--- src/rtl/rsv_pkg.sv ---
package rsv_pkg;
    // reservation granule: addresses are kept with this many low bits dropped
    localparam int unsigned GRAN_LSB = 4;
    // destination-register codes for a store-conditional
    localparam logic SC_RD_OK   = 1'b0;
    localparam logic SC_RD_FAIL = 1'b1;
endpackage

--- src/rtl/rsv_hart_stack.sv ---
module rsv_hart_stack
    import rsv_pkg::*;
#(
    parameter int unsigned ADDR_W    = 32,
    parameter int unsigned DEPTH     = 4,
    parameter int unsigned BLK_BYTES = 64,
    parameter int unsigned CNT_W     = 16
) (
    input  logic              clk,
    input  logic              rst_n,
    input  logic              snp_en,
    input  logic [ADDR_W-1:0] snp_addr,
    input  logic              sc_en,
    input  logic [ADDR_W-1:0] sc_addr,
    input  logic              lr_en,
    input  logic [ADDR_W-1:0] lr_addr,
    output logic              sc_ok,
    output logic [CNT_W-1:0]  fail_cnt
);
    localparam int unsigned TAG_W  = ADDR_W - GRAN_LSB;
    localparam int unsigned BLK_SH = $clog2(BLK_BYTES) - GRAN_LSB;
    localparam int unsigned CW     = $clog2(DEPTH + 1);

    logic [TAG_W-1:0] ent [DEPTH];
    logic [CW-1:0]    cnt, cnt_mid, cnt_end;
    logic [TAG_W-1:0] top_now, top_mid;
    logic             snp_pop, sc_hit;

    wire [TAG_W-1:0] snp_tag = snp_addr[ADDR_W-1:GRAN_LSB];
    wire [TAG_W-1:0] sc_tag  = sc_addr[ADDR_W-1:GRAN_LSB];
    wire [TAG_W-1:0] lr_tag  = lr_addr[ADDR_W-1:GRAN_LSB];

    // ordered chain: snoop on the current top, then the store-conditional on
    // what the snoop leaves; the load-reserved push is applied in the register
    always_comb begin
        top_now = '0;
        for (int i = 0; i < DEPTH; i++)
            if (cnt == CW'(i + 1)) top_now = ent[i];
        snp_pop = snp_en && (cnt != '0) &&
                  (top_now[TAG_W-1:BLK_SH] == snp_tag[TAG_W-1:BLK_SH]);
        cnt_mid = cnt - CW'(snp_pop);
        top_mid = '0;
        for (int i = 0; i < DEPTH; i++)
            if (cnt_mid == CW'(i + 1)) top_mid = ent[i];
        sc_hit  = sc_en && (cnt_mid != '0) && (top_mid == sc_tag);
        cnt_end = cnt_mid - CW'(sc_hit);
    end

    assign sc_ok = sc_hit;

    always_ff @(posedge clk or negedge rst_n) begin
        if (!rst_n) begin
            cnt <= '0;
            for (int i = 0; i < DEPTH; i++) ent[i] <= '0;
        end else if (lr_en) begin
            if (cnt_end == CW'(DEPTH)) begin
                for (int i = 0; i < DEPTH - 1; i++) ent[i] <= ent[i+1];
                ent[DEPTH-1] <= lr_tag;
                cnt <= cnt_end;
            end else begin
                for (int i = 0; i < DEPTH; i++)
                    if (cnt_end == CW'(i)) ent[i] <= lr_tag;
                cnt <= cnt_end + CW'(1);
            end
        end else begin
            cnt <= cnt_end;
        end
    end

    always_ff @(posedge clk or negedge rst_n) begin
        if (!rst_n)                fail_cnt <= '0;
        else if (sc_en && !sc_hit) fail_cnt <= fail_cnt + CNT_W'(1);
    end

    // a failed query bumps the count by exactly one
    p_fail_count_r6: assert property (@(posedge clk) disable iff (!rst_n)
        (sc_en && !sc_ok) |=> (fail_cnt == $past(fail_cnt) + CNT_W'(1)));
    // a passing query leaves the count alone
    p_pass_no_count_r6: assert property (@(posedge clk) disable iff (!rst_n)
        (sc_en && sc_ok) |=> $stable(fail_cnt));
    // a lone passing query shrinks the stack by one
    p_pass_pops_r8: assert property (@(posedge clk) disable iff (!rst_n)
        (sc_en && sc_ok && !snp_en && !lr_en) |=> (cnt == $past(cnt) - CW'(1)));
    // snooping an empty stack keeps it empty
    p_empty_snoop_r3: assert property (@(posedge clk) disable iff (!rst_n)
        (snp_en && cnt == '0 && !lr_en) |=> (cnt == '0));
    // a lone reservation below capacity grows the stack by one
    p_push_grows_r1: assert property (@(posedge clk) disable iff (!rst_n)
        (lr_en && !snp_en && !sc_en && cnt < CW'(DEPTH)) |=> (cnt == $past(cnt) + CW'(1)));
    // a push onto a full stack keeps it full
    p_full_stays_r10: assert property (@(posedge clk) disable iff (!rst_n)
        (lr_en && !snp_en && !sc_en && cnt == CW'(DEPTH)) |=> (cnt == CW'(DEPTH)));
    // occupancy never exceeds the depth
    p_no_overflow_r10: assert property (@(posedge clk) disable iff (!rst_n)
        cnt <= CW'(DEPTH));
endmodule

--- src/rtl/rsv_sc_resp.sv ---
module rsv_sc_resp
    import rsv_pkg::*;
#(
    parameter int unsigned NUM_HARTS = 4
) (
    input  logic                 clk,
    input  logic                 rst_n,
    input  logic                 sc_valid,
    input  logic [NUM_HARTS-1:0] hart_ok,
    output logic                 resp,
    output logic                 pass,
    output logic                 rd_code
);
    always_ff @(posedge clk or negedge rst_n) begin
        if (!rst_n) begin
            resp <= 1'b0;
            pass <= 1'b0;
        end else begin
            resp <= sc_valid;
            pass <= sc_valid && (|hart_ok);
        end
    end

    assign rd_code = pass ? SC_RD_OK : SC_RD_FAIL;

    // at most one hart's stack answers a query
    p_one_hart_r2: assert property (@(posedge clk) disable iff (!rst_n)
        $onehot0(hart_ok));
    // every query is answered on the next cycle
    p_resp_next_r9: assert property (@(posedge clk) disable iff (!rst_n)
        sc_valid |=> resp);
    // no answer without a query
    p_no_spurious_r9: assert property (@(posedge clk) disable iff (!rst_n)
        !sc_valid |=> !resp);
endmodule

--- src/rtl/rsv_tracker.sv ---
module rsv_tracker
    import rsv_pkg::*;
#(
    parameter int unsigned NUM_HARTS = 4,
    parameter int unsigned ADDR_W    = 32,
    parameter int unsigned DEPTH     = 4,
    parameter int unsigned BLK_BYTES = 64,
    parameter int unsigned CNT_W     = 16,
    localparam int unsigned HART_W   = (NUM_HARTS > 1) ? $clog2(NUM_HARTS) : 1
) (
    input  logic                       clk,
    input  logic                       rst_n,
    input  logic                       lr_valid_i,
    input  logic [HART_W-1:0]          lr_hart_i,
    input  logic [ADDR_W-1:0]          lr_addr_i,
    input  logic                       snp_valid_i,
    input  logic [HART_W-1:0]          snp_hart_i,
    input  logic [ADDR_W-1:0]          snp_addr_i,
    input  logic                       sc_valid_i,
    input  logic [HART_W-1:0]          sc_hart_i,
    input  logic [ADDR_W-1:0]          sc_addr_i,
    output logic                       sc_resp_o,
    output logic                       sc_pass_o,
    output logic                       sc_rd_o,
    output logic [NUM_HARTS*CNT_W-1:0] fail_cnt_o
);
    logic [NUM_HARTS-1:0] hart_ok;

    for (genvar h = 0; h < NUM_HARTS; h++) begin : g_hart
        wire lr_sel  = lr_valid_i  && (lr_hart_i  == HART_W'(h));
        wire snp_sel = snp_valid_i && (snp_hart_i == HART_W'(h));
        wire sc_sel  = sc_valid_i  && (sc_hart_i  == HART_W'(h));

        rsv_hart_stack #(
            .ADDR_W(ADDR_W), .DEPTH(DEPTH), .BLK_BYTES(BLK_BYTES), .CNT_W(CNT_W)
        ) u_stack (
            .clk      (clk),
            .rst_n    (rst_n),
            .snp_en   (snp_sel),
            .snp_addr (snp_addr_i),
            .sc_en    (sc_sel),
            .sc_addr  (sc_addr_i),
            .lr_en    (lr_sel),
            .lr_addr  (lr_addr_i),
            .sc_ok    (hart_ok[h]),
            .fail_cnt (fail_cnt_o[h*CNT_W +: CNT_W])
        );
    end

    rsv_sc_resp #(.NUM_HARTS(NUM_HARTS)) u_resp (
        .clk      (clk),
        .rst_n    (rst_n),
        .sc_valid (sc_valid_i),
        .hart_ok  (hart_ok),
        .resp     (sc_resp_o),
        .pass     (sc_pass_o),
        .rd_code  (sc_rd_o)
    );
endmodule

--- config.mk ---
export PLATFORM = sky130hd
export DESIGN_NAME = rsv_tracker
export DESIGN_NICKNAME = d
export VERILOG_FILES = /design/src/rtl/rsv_pkg.sv /design/src/rtl/rsv_hart_stack.sv /design/src/rtl/rsv_sc_resp.sv /design/src/rtl/rsv_tracker.sv
export SDC_FILE = /design/constraint.sdc
export NUM_CORES = 2
export LEC_CHECK = 0
export BUFFER_PORTS_ARGS = -buffer_cell sky130_fd_sc_hd__buf_4
export CAP_MARGIN = 10
export CORE_ASPECT_RATIO = 0.6
export CORE_MARGIN = 5
export CORE_UTILIZATION = 30
export CTS_CLUSTER_DIAMETER = 30
export CTS_CLUSTER_SIZE = 14
export DETAILED_ROUTE_END_ITERATION = 8
export PLACE_DENSITY = 0.42
export REMOVE_ABC_BUFFERS = 1
export SYNTH_ARGS = -nofsm -noshare
export SYNTH_HDL_FRONTEND = slang
export SYNTH_SLANG_ARGS = --single-unit
--- constraint.sdc ---
create_clock -name clk -period 10.59 [get_ports clk]
set_clock_uncertainty 0.1 [all_clocks]
set_input_delay 0.5295 -clock clk [delete_from_list [all_inputs] [get_ports clk]]
set_output_delay 0.5295 -clock clk [all_outputs]
set_load 0.005 [all_outputs]
# ---- Word-level counts from Yosys, hierarchy flattened
# Index checks and enable logic that the tools add are counted.
dict set report word_totals {
  ff_bits 526
  wordCells 253
}
dict set report op_classes {
  addsub 16
  mux 61
  reduce_logical 85
  n_eq_ne 65
}
# operator count
set ops {}
lappend ops {{28-bit 2-to-1 mux} 48}
lappend ops {{112-bit 2-to-1 mux} 4}
lappend ops {{28-bit == test} 4}
lappend ops {{26-bit == test} 4}
lappend ops {{3-bit by 2-bit == test with 1-bit output, second input constant} 24}
lappend ops {{16-bit by 1-bit adder with 16-bit output, second input constant} 4}
lappend ops {{3-bit by 1-bit == test with 1-bit output, second input constant} 12}
lappend ops {{3-bit == test, second input constant} 12}
lappend ops {{1-bit logical AND} 33}
lappend ops {{2-bit AND reduction} 16}
lappend ops {{2-bit nonzero test} 16}
lappend ops {{3-bit 2-to-1 mux} 8}
lappend ops {{3-bit nonzero test} 8}
lappend ops {{3-bit by 1-bit subtractor with 3-bit output} 8}
lappend ops {{3-bit by 1-bit adder with 3-bit output, second input constant} 4}
lappend ops {{2-bit == test, second input constant} 6}
lappend ops {{3-bit zero test} 4}
lappend ops {{2-bit by 1-bit == test with 1-bit output, second input constant} 3}
lappend ops {{2-bit zero test} 3}
lappend ops {{1-bit zero test} 4}
lappend ops {{4-bit OR reduction} 1}
lappend ops {{1-bit 2-to-1 mux} 1}

# ---- Longest topological paths before layout
dict set report logic_depth {
  word_depth 19
  depth_mapped 36
  ltp_nobuf 27
}

# ---- Hierarchy
# From an unflattened synthesis, not the netlist that was laid out.
dict set report hier_totals {
  hier_cells 3762
  area_unflattened_um2 33724.8
}
# module instances area_each_um2 seq_area_each_um2 cells_per_inst
set by_module_without_submodules {}
lappend by_module_without_submodules {{rsv_hart_stack (g_hart[2].u_stack ...)} 2 8468.1 3278.1 958}
lappend by_module_without_submodules {{rsv_hart_stack (g_hart[1].u_stack)} 1 8488.1 3278.1 944}
lappend by_module_without_submodules {{rsv_hart_stack (g_hart[0].u_stack)} 1 8122.8 3278.1 886}
lappend by_module_without_submodules {rsv_tracker 1 112.6 0.0 12}
lappend by_module_without_submodules {rsv_sc_resp 1 65.1 50.0 4}

# ---- Worst setup path after synthesis
# Ideal clock, no wire load.
dict set report synth_path {
  path_type {register to register}
  startpoint {register g_hart[3].u_stack.cnt[1]}
  endpoint {register g_hart[3].u_stack.ent[10] in the netlist's numbering}
  n_path_buf 8
  slack_ps 3150
  synth_period_minus_slack_ps 7440
  arrival_ps 7215
  t_required_ps 10365
  stages_incl_launch_ff 31
  cell_sequence {dfrtp_1 -> clkbuf_1 -> buf_1 -> clkbuf_1 -> mux2i_1 -> nor2_1 -> a21oi_1 -> o21ai_0 -> xnor2_1 -> nand4_1 -> nor4_1 -> ha_1 -> ha_1 -> buf_2 -> buf_2 -> buf_2 -> buf_2 -> mux2_2 -> a221oi_1 -> xnor2_1 -> or4_1 -> nor4_1 -> ha_1 -> ha_1 -> ha_1 -> inv_1 -> nor2_1 -> a21oi_1 -> nor2_1 -> buf_2 -> mux2_2}
}
dict set report synth_between {
  elab_chain_cells 19
  word_cells_on_any_way 31
}
# item line_no
set synth_lines {}
lappend synth_lines {{start, declared} rsv_hart_stack.sv:25} ;# logic [CW-1:0] cnt, cnt_mid, cnt_end;
lappend synth_lines {{start signal, assigned} rsv_hart_stack.sv:59} ;# cnt <= cnt_end;
lappend synth_lines {{start signal, assigned} rsv_hart_stack.sv:63} ;# cnt <= cnt_end + CW'(1);
lappend synth_lines {{start signal, assigned} rsv_hart_stack.sv:66} ;# cnt <= cnt_end;
lappend synth_lines {{3-bit by 1-bit == test with 1-bit output} rsv_hart_stack.sv:38} ;# if (cnt == CW'(i + 1)) top_now = ent[i];
lappend synth_lines {{28-bit 2-to-1 mux (4 in series)} rsv_hart_stack.sv:38}
lappend synth_lines {{26-bit == test} rsv_hart_stack.sv:40} ;# (top_now[TAG_W-1:BLK_SH] == snp_tag[TAG_W-1:BLK_SH]);
lappend synth_lines {{1-bit logical AND} rsv_hart_stack.sv:39} ;# snp_pop = snp_en && (cnt != '0) &&
lappend synth_lines {{3-bit by 1-bit subtractor with 3-bit output *} rsv_hart_stack.sv:41} ;# cnt_mid = cnt - CW'(snp_pop);
lappend synth_lines {{3-bit by 1-bit == test with 1-bit output} rsv_hart_stack.sv:44} ;# if (cnt_mid == CW'(i + 1)) top_mid = ent[i];
lappend synth_lines {{28-bit 2-to-1 mux (4 in series)} rsv_hart_stack.sv:44}
lappend synth_lines {{28-bit == test} rsv_hart_stack.sv:45} ;# sc_hit = sc_en && (cnt_mid != '0) && (top_mid == sc_tag);
lappend synth_lines {{1-bit logical AND} rsv_hart_stack.sv:45}
lappend synth_lines {{3-bit by 1-bit subtractor with 3-bit output *} rsv_hart_stack.sv:46} ;# cnt_end = cnt_mid - CW'(sc_hit);
lappend synth_lines {{3-bit by 2-bit == test with 1-bit output / 3-bit == test (equally long branches)} {rsv_hart_stack.sv:62, rsv_hart_stack.sv:56}}
lappend synth_lines {{2-bit nonzero test (no source line)} -}
lappend synth_lines {{2-bit AND reduction (no source line)} -}
lappend synth_lines {{end signal, assigned by index} rsv_hart_stack.sv:58} ;# ent[DEPTH-1] <= lr_tag;
lappend synth_lines {{end signal, assigned by index} rsv_hart_stack.sv:62} ;# if (cnt_end == CW'(i)) ent[i] <= lr_tag;
lappend synth_lines {{end, declared} rsv_hart_stack.sv:24} ;# logic [TAG_W-1:0] ent [DEPTH];
# Mark *: on every way between the ends. The rest lies on a longest branch, timed or not.
# A chain may end at the register's enable or synchronous reset.

# ---- Final worst setup path
dict set report layout_path {
  startpoint {register g_hart[0].u_stack.cnt[2]}
  endpoint {register g_hart[0].u_stack.ent[45] in the netlist's numbering}
}
dict set report layout_between {
  elab_chain_cells 19
  word_cells_on_any_way 31
}
# item line_no
set layout_lines {}
lappend layout_lines {{start, declared} rsv_hart_stack.sv:25}
lappend layout_lines {{start signal, assigned} rsv_hart_stack.sv:59}
lappend layout_lines {{start signal, assigned} rsv_hart_stack.sv:63}
lappend layout_lines {{start signal, assigned} rsv_hart_stack.sv:66}
lappend layout_lines {{3-bit by 1-bit == test with 1-bit output} rsv_hart_stack.sv:38}
lappend layout_lines {{28-bit 2-to-1 mux (4 in series)} rsv_hart_stack.sv:38}
lappend layout_lines {{26-bit == test} rsv_hart_stack.sv:40}
lappend layout_lines {{1-bit logical AND} rsv_hart_stack.sv:39}
lappend layout_lines {{3-bit by 1-bit subtractor with 3-bit output *} rsv_hart_stack.sv:41}
lappend layout_lines {{3-bit by 1-bit == test with 1-bit output} rsv_hart_stack.sv:44}
lappend layout_lines {{28-bit 2-to-1 mux (4 in series)} rsv_hart_stack.sv:44}
lappend layout_lines {{28-bit == test} rsv_hart_stack.sv:45}
lappend layout_lines {{1-bit logical AND} rsv_hart_stack.sv:45}
lappend layout_lines {{3-bit by 1-bit subtractor with 3-bit output *} rsv_hart_stack.sv:46}
lappend layout_lines {{3-bit by 2-bit == test with 1-bit output / 3-bit == test (equally long branches)} {rsv_hart_stack.sv:62, rsv_hart_stack.sv:56}}
lappend layout_lines {{2-bit nonzero test (no source line)} -}
lappend layout_lines {{2-bit AND reduction (no source line)} -}
lappend layout_lines {{end signal, assigned by index} rsv_hart_stack.sv:58}
lappend layout_lines {{end signal, assigned by index} rsv_hart_stack.sv:62}
lappend layout_lines {{end, declared} rsv_hart_stack.sv:24}
# Marked as above.

==> run_results.csv <==
group,metric,value,unit
clock_network,ctsResizeCount,0,
floorplan,die_y,267,µm
worst_setup_path,rr_endpoint,"g_hart[0].u_stack.ent[45]$_DFFE_PN0P_",
min_path,hp-start,"lr_hart_i[0]",
grt,grt_overflow,0,
placed_design,place.gp.congestion,0.886,
floorplan,coreArea,0.109,mm²
pwr,power_frac_seq,0.280,
worst_setup_path,critPathLaunchType,"flop",
yosys,ys_ff_latch,526,
route,num_vias,30193,
grt,antenna_found_initial,22,
timing,relSlewSlack,0.220,
pwr,combPwrFrac,0.413,
final_layout,nNetsFinal,4030,
final_layout,fin_cells,5493,
timing,setup_violations,0,
clock_network,clock_sinks,526,
min_path,hold_end,"g_hart[3].u_stack.cnt[2]$_DFF_PN0_",
yosys,async_reset_ff_frac,1.00,
worst_setup_path,path_class,"flop to flop",
route,firstDrtPassIters,6,
yosys,synth_cell_types,77,
clock_network,htreeDepth,4,
worst_setup_path,cpLargestDelayFamily,"simple AND/OR/NAND/NOR gates",
route,vias_per_cell,5.50,
yosys,yosys_warnings,0,
worst_setup_path,critPathSlowestCell,"o311ai_0",
placed_design,hpwl,96.6,mm
worst_setup_path,path_buf_inv,6,
floorplan,start_util,0.302,
min_path,hp-class,"primary input to flop",
pwr,power.leakage,17.4,nW
timing,fmax,112,MHz
pwr,fin_total_pwr,0.0140,W
timing,finalCritPeriodShare,0.845,
placed_design,dp_cells,5248,
pwr,vdd.ir_drop.worst,0.000141,V
clock_network,path_clk_slew,40,ps
grt,track_usage,0.246,
timing,hold_violations,0,
clock_network,cts_tree,"built",
grt,grt_pass1_wl,211,mm
worst_setup_path,r2r-start,"g_hart[0].u_stack.cnt[2]$_DFF_PN0_",
worst_setup_path,slowest_delay,950,ps
yosys,syn_inst,3800,
final_layout,syn_to_final_growth,23.3,%
floorplan,dieArea,0.117,mm²
yosys,synth_edf_count,0,
placed_design,portBuffers,159,
timing,worst_pin_slew,1150,ps
worst_setup_path,crit_top_cell,"buf_4",
route,drt_iter0_markers,3032,
yosys,synth_area,0.0330,mm²
clock_network,cts.path.max_buffers,3,
route,wl,146,mm
run,drv_cap,0,
final_layout,final_cell_mix,"660 x a21oi_1, 522 x dfrtp_1, 323 x nor2_1",
worst_setup_path,endpoint_kind,"flop",
route,ant_nets,0,
clock_network,numCtsBuffers,132,
floorplan,die_w,438,µm
clock_network,cts_root_buf,"clkbuf_16",
timing,drv_slew,0,
worst_setup_path,r2r_slack,1650,ps
final_layout,mostFrequentLayoutCell,"a21oi_1",
timing,rsz0062_at_grt,"no",
route,wl_per_cell,26.5,µm
grt,grt_pass1_vias,28493,
worst_setup_path,required,11150,ps
route,drc,0,
clock_network,insertion_delay,750,ps
pwr,p_sw_frac,0.422,
final_layout,drive_gt1_frac,0.166,
min_path,min_path_cells,3,
pwr,power_density,343,mW/mm²
timing,finalCriticalPeriod,8940,ps
yosys,synth.avg_cell_area,8.69,µm²
floorplan,pin_count,174,
yosys,ys_seq_area_frac,0.399,
worst_setup_path,cp_data_arrival_time,9500,ps
yosys,yosys_most_used_dff,"dfrtp_1",
worst_setup_path,r2r_cells,29,
grt,grt_max_degree,117,
pwr,clockPowerShare,0.307,
floorplan,fp-row-count,94,
run_status,status,"completed",
pwr,intPower,0.00807,W
pwr,switchingPower,0.00590,W
worst_setup_path,path_max_fanout,38,
==> sequential cells by signal (all words and copies together) (netlist names) <==
| register | count |
|---|---|
| g_hart.u_stack.ent | 448 |
| g_hart.u_stack.fail_cnt | 64 |
| u_resp.pass | 1 |
| g_hart.u_stack.cnt | 12 |
| u_resp.resp | 1 |
==> through the flow <==
stage                     utilization  area (µm²)  hold slack, ps  setup TNS [ps]  setup slack, ps
after detailed placement        0.329       36000             357               0             1770
after global routing            0.372       40700            90.2               0             1140
after CTS                       0.372       40700            36.8               0             1770
after floorplan                     -       31800             134         -973220            -3140
final                           0.372       40700            86.9               0             1650
after global placement          0.329       36000             357               0             1780
==> cell usage after synthesis (35+ instances only) <==
library cell	instances	area, µm²
clkbuf_1	180	676
inv_1	59	221
mux2_2	132	1490
nand3_1	62	310
a21oi_1	660	3300
nand2_1	267	1000
a22oi_1	39	293
buf_2	44	220
nor2_1	342	1280
buf_1	56	210
nor2b_1	124	776
dfrtp_1	526	13200
mux2i_1	234	2340
nor4_1	68	425
xor2_1	161	1410
nand4_1	116	726
nor3_1	61	305
xnor2_1	107	937
o311ai_0	35	307
o21ai_0	215	1080
==> metal layers <==
metal / up-vias / GRT usage / share of wire
met2: 1274 / 0.333 / 0.39
met3: 229 / 0.0636 / 0.091
met4: 0 / 0.0861 / 0.033
li1: 13950 / - / -
met1: 14740 / 0.371 / 0.48
met5: - / 0 / 0
==> kinds of logic (layout without fill, tap and decap cells) <==
kind of cell / after synthesis / in the layout / share of synthesized area
adder cells (fa/ha/maj): 27 / 27 / 0.0102
AND/OR/NAND/NOR: 1162 / 1162 / 0.173
XOR/XNOR: 271 / 271 / 0.0725
multiplexers: 368 / 368 / 0.117
AO/OA/AOI/OAI: 1085 / 1085 / 0.184
other: 0 / 3 / 0
buffers and inverters: 361 / 563 / 0.0454
flip-flops: 526 / 526 / 0.399
==> power groups by stage <==
stage | combinational, W | clock, W | sequential (W)
after floorplan | 0.00373 | 0 | 0.00369
after global placement | 0.00564 | 0 | 0.00392
after detailed placement | 0.00568 | 0 | 0.00390
after CTS | 0.00569 | 0.00436 | 0.00389
after global routing | 0.00631 | 0.00448 | 0.00406
final | 0.00577 | 0.00429 | 0.00391
==> worst reg2reg max path, delay by kind of cell, from the launching register on <==
| kind | cells | cell delay, ps |
|---|---|---|
| XOR/XNOR | 2 | 390 |
| adder cells (fa/ha/maj) | 4 | 1140 |
| AND/OR/NAND/NOR | 10 | 2710 |
| multiplexers | 1 | 140 |
| flip-flops | 1 | 580 |
| AO/OA/AOI/OAI | 6 | 1980 |
| buffers and inverters | 6 | 1850 |
==> final cells by class <==
type                    count  area, µm²
diodes                      3       7.51
fillers                 11130      68800
inverters                  65        244
clock buffers             182       3830
repair buffers            258       2150
clock inverters            58        851
multi-input cells        2913      18600
flip-flops and latches    526      13200
well taps                1488       1860
==> how the worst max path moves through the flow <==
stage	startpoint	slack, ps	cells past startpoint	to
global placement	g_hart[0].u_stack.cnt[2]$_DFF_PN0_	1780	30	g_hart[0].u_stack.ent[49]$_DFFE_PN0P_
global route	g_hart[0].u_stack.cnt[2]$_DFF_PN0_	1140	29	g_hart[0].u_stack.ent[49]$_DFFE_PN0P_
floorplan	g_hart[2].u_stack.cnt[1]$_DFF_PN0_	-3140	24	g_hart[2].u_stack.ent[28]$_DFFE_PN0P_
detailed placement	g_hart[0].u_stack.cnt[2]$_DFF_PN0_	1770	30	g_hart[0].u_stack.ent[48]$_DFFE_PN0P_
finish	g_hart[0].u_stack.cnt[2]$_DFF_PN0_	1650	29	g_hart[0].u_stack.ent[45]$_DFFE_PN0P_
CTS	g_hart[0].u_stack.cnt[2]$_DFF_PN0_	1770	30	g_hart[0].u_stack.ent[49]$_DFFE_PN0P_
==> timing repair <==
| item | CTS | global route |
|---|---|---|
| setup buffers | 0 | 0 |
| endpoints found under the setup margin | 0 | 0 |
| hold buffers | 2 | 0 |
| hold endpoints to repair | 83 | 0 |
(Power assumes the default switching activity.)
